<file path="config.mk">
export PLATFORM = sky130hd
export DESIGN_NAME = evt_slot_sampler
export DESIGN_NICKNAME = d
export VERILOG_FILES = /design/src/rtl/evt_pkg.sv /design/src/rtl/evt_capture_cell.sv /design/src/rtl/evt_slot_seq.sv /design/src/rtl/evt_slot_out.sv /design/src/rtl/evt_slot_sampler.sv
export SDC_FILE = /design/constraint.sdc
export NUM_CORES = 1
export LEC_CHECK = 0
export BUFFER_PORTS_ARGS = -buffer_cell sky130_fd_sc_hd__buf_2
export CORE_AREA = 5 5 42 44
export CTS_BUF_LIST = sky130_fd_sc_hd__clkbuf_4
export CTS_CLUSTER_SIZE = 8
export DETAILED_ROUTE_END_ITERATION = 16
export DIE_AREA = 0 0 47 49
export SLEW_MARGIN = 15
export SYNTH_ARGS = -nofsm -noshare
export SYNTH_HDL_FRONTEND = slang
export SYNTH_SLANG_ARGS = --single-unit
</file>
<file path="constraint.sdc">
create_clock -name clk -period 1.9 [get_ports clk]
set_input_delay 0.19 -clock clk [delete_from_list [all_inputs] [get_ports clk]]
set_output_delay 0.19 -clock clk [all_outputs]
set_load 0.01 [all_outputs]
</file>
<file path="src/rtl/evt_pkg.sv">
package evt_pkg;
  localparam int unsigned DEF_CHANNELS    = 3;
  localparam int unsigned DEF_SYNC_STAGES = 2;

  function automatic int unsigned idx_width(input int unsigned n);
    return (n > 1) ? $clog2(n) : 1;
  endfunction
endpackage

</file>
<file path="src/rtl/evt_capture_cell.sv">
module evt_capture_cell #(
  parameter int unsigned SYNC_STAGES = 2
) (
  input  logic clk,
  input  logic rst,
  input  logic set_n,
  input  logic clr,
  output logic seen
);
  logic                   flag;
  logic [SYNC_STAGES-1:0] chain;

  // asynchronous set with priority, synchronous clear
  always_ff @(posedge clk or negedge set_n) begin
    if (!set_n)        flag <= 1'b1;
    else if (rst || clr) flag <= 1'b0;
  end

  always_ff @(posedge clk) begin
    if (rst) chain <= '0;
    else     chain <= {chain[SYNC_STAGES-2:0], flag};
  end

  assign seen = chain[SYNC_STAGES-1];

  // an active set at a clock edge keeps the flag up
  a_r6_set_wins: assert property (@(posedge clk) disable iff (rst)
    !set_n |-> flag);

  // the flag drops only after a clearing read
  a_r3_clear_only_by_read: assert property (@(posedge clk) disable iff (rst)
    $fell(flag) |-> $past(clr));

  // synchronizer output is low right after reset
  a_r1_sync_reset: assert property (@(posedge clk)
    $past(rst) |-> !seen);
endmodule

</file>
<file path="src/rtl/evt_slot_seq.sv">
module evt_slot_seq #(
  parameter int unsigned NUM_CH = 3,
  parameter int unsigned SLOT_W = 2
) (
  input  logic              clk,
  input  logic              rst,
  input  logic              adv,
  output logic [SLOT_W-1:0] slot
);
  localparam logic [SLOT_W-1:0] LAST = SLOT_W'(NUM_CH - 1);

  always_ff @(posedge clk) begin
    if (rst)           slot <= '0;
    else if (adv)      slot <= (slot == LAST) ? '0 : slot + 1'b1;
  end

  // counter never leaves the channel range
  a_r4_in_range: assert property (@(posedge clk) disable iff (rst)
    slot <= LAST);

  // wrap from the last channel to channel 0
  a_r4_wrap: assert property (@(posedge clk) disable iff (rst)
    (adv && slot == LAST) |=> slot == '0);

  // no strobe, no movement
  a_r7_hold: assert property (@(posedge clk) disable iff (rst)
    !adv |=> $stable(slot));
endmodule

</file>
<file path="src/rtl/evt_slot_out.sv">
module evt_slot_out #(
  parameter int unsigned SLOT_W = 2
) (
  input  logic              clk,
  input  logic              rst,
  input  logic              strobe,
  input  logic              bit_in,
  input  logic [SLOT_W-1:0] slot_in,
  output logic              out_valid,
  output logic              out_bit,
  output logic [SLOT_W-1:0] out_slot
);
  always_ff @(posedge clk) begin
    if (rst) begin
      out_valid <= 1'b0;
      out_bit   <= 1'b0;
      out_slot  <= '0;
    end else begin
      out_valid <= strobe;
      if (strobe) begin
        out_bit  <= bit_in;
        out_slot <= slot_in;
      end
    end
  end

  // a beat always follows a strobe
  a_r8_beat_follows_strobe: assert property (@(posedge clk) disable iff (rst)
    out_valid |-> $past(strobe));

  // beat index is the slot addressed at the strobe
  a_r4_index_matches: assert property (@(posedge clk) disable iff (rst)
    strobe |=> out_slot == $past(slot_in));
endmodule

</file>
<file path="src/rtl/evt_slot_sampler.sv">
module evt_slot_sampler #(
  parameter int unsigned NUM_CH      = evt_pkg::DEF_CHANNELS,
  parameter int unsigned SYNC_STAGES = evt_pkg::DEF_SYNC_STAGES
) (
  input  logic                                  clk,
  input  logic                                  rst,
  input  logic [NUM_CH-1:0]                     evt_set_n,
  input  logic                                  slot_strobe,
  output logic                                  out_valid,
  output logic                                  out_bit,
  output logic [evt_pkg::idx_width(NUM_CH)-1:0] out_slot
);
  localparam int unsigned SLOT_W = evt_pkg::idx_width(NUM_CH);

  logic [NUM_CH-1:0] seen;
  logic [NUM_CH-1:0] clr;
  logic [SLOT_W-1:0] slot;
  logic              pick;

  evt_slot_seq #(.NUM_CH(NUM_CH), .SLOT_W(SLOT_W)) u_seq (
    .clk (clk),
    .rst (rst),
    .adv (slot_strobe),
    .slot(slot)
  );

  for (genvar g = 0; g < NUM_CH; g++) begin : g_ch
    // clear only a channel that was read as 1 on this strobe
    assign clr[g] = slot_strobe && (slot == SLOT_W'(g)) && seen[g];

    evt_capture_cell #(.SYNC_STAGES(SYNC_STAGES)) u_cell (
      .clk  (clk),
      .rst  (rst),
      .set_n(evt_set_n[g]),
      .clr  (clr[g]),
      .seen (seen[g])
    );
  end

  always_comb begin
    pick = 1'b0;
    for (int i = 0; i < NUM_CH; i++)
      if (slot == SLOT_W'(i)) pick = seen[i];
  end

  evt_slot_out #(.SLOT_W(SLOT_W)) u_out (
    .clk      (clk),
    .rst      (rst),
    .strobe   (slot_strobe),
    .bit_in   (pick),
    .slot_in  (slot),
    .out_valid(out_valid),
    .out_bit  (out_bit),
    .out_slot (out_slot)
  );

  // at most one channel is cleared per strobe
  a_r5_single_clear: assert property (@(posedge clk) disable iff (rst)
    $onehot0(clr));
endmodule

</file>
==> out/metrics.csv <==
stage,metric,value,unit
timing,setup_viol,0,
timing,whs,211,ps
route,wire_per_inst,10.8,um
final_layout,n_antenna_cell,0,
power_and_ir_drop,swShare,0.216,
final_layout,most-common-layout-cells,"dfxtp_1, buf_2, nor2b_1, nor2_1, clkbuf_4",
hold_path,hold_depth,2,
floorplanning,die_x,47,um
clock_tree,clk_pin_slew,80,ps
final_layout,fill_cells,164,
floorplanning,die_h,49,um
clock_tree,cts-root-buf,clkbuf_4,
synth,ys_types,19,
critical_path,slowest_delay,520,ps
clock_tree,cts_buffers,3,
timing,fin_crit_sh,0.515,
grt,grt_max_degree,13,
synth,avgSynthCellArea,11.5,um2
route,vias,340,
floorplanning,die-area,0.00230,mm2
synth,synth_seq_area_share,0.614,
placement,numPortBuffers,9,
critical_path,r2r_setup_slack,920,ps
final_layout,drive_gt1_frac,0.350,
power_and_ir_drop,p_per_area,880,mW/mm2
grt,antenna_found_initial,0,
floorplanning,io_pins,10,
synth,synth_edf_count,0,
floorplanning,start_util,0.371,
run,cap_viol_max_count,0,
clock_tree,postCtsSetupRepairBufs,0,
clock_tree,post_cts_resized,0,
critical_path,slowest_stage,dfstp_2,
timing,clock_skew,1.22,ps
clock_tree,cts_tree,yes,
final_layout,area_delta_synth_final,21.9,%
clock_tree,cts_buffer_depth,2,
timing,fin_tns_setup,0,ps
synth,yosys_warnings,0,
route,ant_nets,0,
timing,drv_slew,0,
critical_path,critPathMaxFanout,2,
power_and_ir_drop,power_leakage,0.274,nW
placement,routabilityCongestion,0.668,
synth,synth_cells,45,
final_layout,num-nets-final,67,
timing,period_minus_slack,979,ps
power_and_ir_drop,power_frac_clock,0.346,
synth,synth_top_area_share,0.463,
floorplanning,rows,14,
grt,grt_pass1_wl,1.39,mm
placement,dpl.hpwl,598,um
timing,finalHoldViolCount,0,
hold_path,min_to,u_out.out_valid,
clock_tree,cts_num_sinks,15,
route,first_iter_violations,3,
grt,grt.total_usage,0.0887,
critical_path,cp.arrival,1180,ps
synth,syn_area,519,um2
critical_path,cp.required,2100,ps
grt,overflow,0,
power_and_ir_drop,power_frac_comb,0.066,
synth,syn_nets,51,
power_and_ir_drop,seqPwrFrac,0.588,
critical_path,path_cells,nor2b_1 -> a21boi_0,
timing,rsz0062_at_grt,false,
clock_tree,htreeDepth,1,
clock_tree,clkLatencyLatePin,280,ps
hold_path,min_path_type,in -> reg,
synth,synth.largest_area_cell,dfxtp_1,
critical_path,startpoint_type,register,
synth,synth_area_leaders,"dfxtp_1, dfstp_2, nor2b_1, mux2i_1, nor2_1",
power_and_ir_drop,peakVddDrop,0.502,mV
outcome,status,finished clean,
synth,ys_seq_elements,15,
critical_path,reg2reg_to,g_ch[0].u_cell.flag,
route,routed_via_density,4.47,
critical_path,path_class,reg -> reg,
route,dr.pass1.iters,2,
hold_path,worstHoldStart,rst,
critical_path,ff2ff_path_depth,2,
power_and_ir_drop,p_sw,121,uW
timing,worst_slew_pin_slew,248,ps
timing,relSlewSlack,0.834,
power_and_ir_drop,p_int,437,uW
floorplanning,core_area,0.00140,mm2
critical_path,r2r_start,g_ch[0].u_cell.flag,
grt,grt_pass1_vias,344,
final_layout,final_common_cell,dfxtp_1,
critical_path,critPathCaptureType,register,
synth,async_flop_share,0.200,
synth,synth_flop_cell,dfxtp_1,
route,wirelength,817,um
timing,fmax,1020,MHz
route,drc_errors,0,
cell type report:
class                      instances  area, um2  area share
timing repair buffer              12       75.1       0.119
inverter                           2       7.51      0.0119
clock buffer                       4       30.0      0.0474
tap                               16       20.0      0.0316
sequential                        15        319       0.504
multi-input combinational         27        181       0.287
layer usage:
layer | vias up | part of all wire | track usage
met1 | 153 | 0.47 | 0.106
met4 | 0 | 0.026 | 0.0691
met3 | 3 | 0.064 | 0.0443
li1 | 175 | - | -
met2 | 9 | 0.44 | 0.115
met5 | - | 0 | 0
how the worst max path moves through the flow:
stage	from	to	cells after the start
global route	u_seq.slot[0]	u_out.out_bit	3
finish	g_ch[0].u_cell.flag	g_ch[0].u_cell.flag	2
floorplan	u_seq.slot[0]	u_out.out_bit	3
detailed placement	g_ch[0].u_cell.flag	g_ch[0].u_cell.flag	2
global placement	g_ch[0].u_cell.flag	g_ch[0].u_cell.flag	2
CTS	g_ch[0].u_cell.flag	g_ch[0].u_cell.flag	2
worst max-delay path, delay by kind of cell (launching register included):
kind | cells | cell delay, ps
DFF | 1 | 520
AOI/OAI and AO/OA | 1 | 210
and+or+nand+nor | 1 | 170
synth_stat cells, types with 2 or more instances:
cell type	number
dfstp_2	3
mux2i_1	2
nor2_1	4
nand2_1	2
nor2b_1	8
dfxtp_1	12
a21oi_1	2
logic make-up (layout without fill, tap and decap cells):
| family | count (synthesis) | after routing | share of synthesized area |
|---|---|---|---|
| flip-flops | 15 | 15 | 0.614 |
| AO/OA/AOI/OAI | 6 | 6 | 0.0819 |
| buffers and inverters | 3 | 18 | 0.0361 |
| AND/OR/NAND/NOR | 19 | 19 | 0.229 |
| multiplexers | 2 | 2 | 0.0386 |
stage by stage:
step | total power, mW | utilization | cell area, um2 | setup slack, ps | cells
after floorplan | 0.355 | - | 519 | 1040 | 45
after global placement | 0.367 | 0.409 | 573 | 908 | 69
after detailed placement | 0.367 | 0.409 | 573 | 924 | 69
after CTS | 0.568 | 0.452 | 633 | 900 | 76
after global routing | 0.586 | 0.452 | 633 | 849 | 76
final | 0.557 | 0.452 | 633 | 921 | 76
power groups by stage:
stage / clock, mW / combinational (mW) / sequential, mW
2_1_floorplan: 0 / 0.0187 / 0.336
3_3_place_gp: 0 / 0.0324 / 0.335
3_5_place_dp: 0 / 0.0327 / 0.335
4_1_cts: 0.202 / 0.0375 / 0.328
5_1_grt: 0.216 / 0.0410 / 0.329
6_report: 0.193 / 0.0369 / 0.328
state kept, by name (all words and copies together), names as in the netlist:
signal,cells
g_ch.u_cell.chain,6
g_ch.u_cell.flag,3
u_out.out_slot,2
u_seq.slot,2
u_out.out_bit,1
u_out.out_valid,1
repair_timing:
item / CTS / global route
hold buffers: 3 / 0
endpoints found under the hold margin: 3 / 0
setup endpoints to repair: 0 / 0
Power figures use the tool's default switching activity.
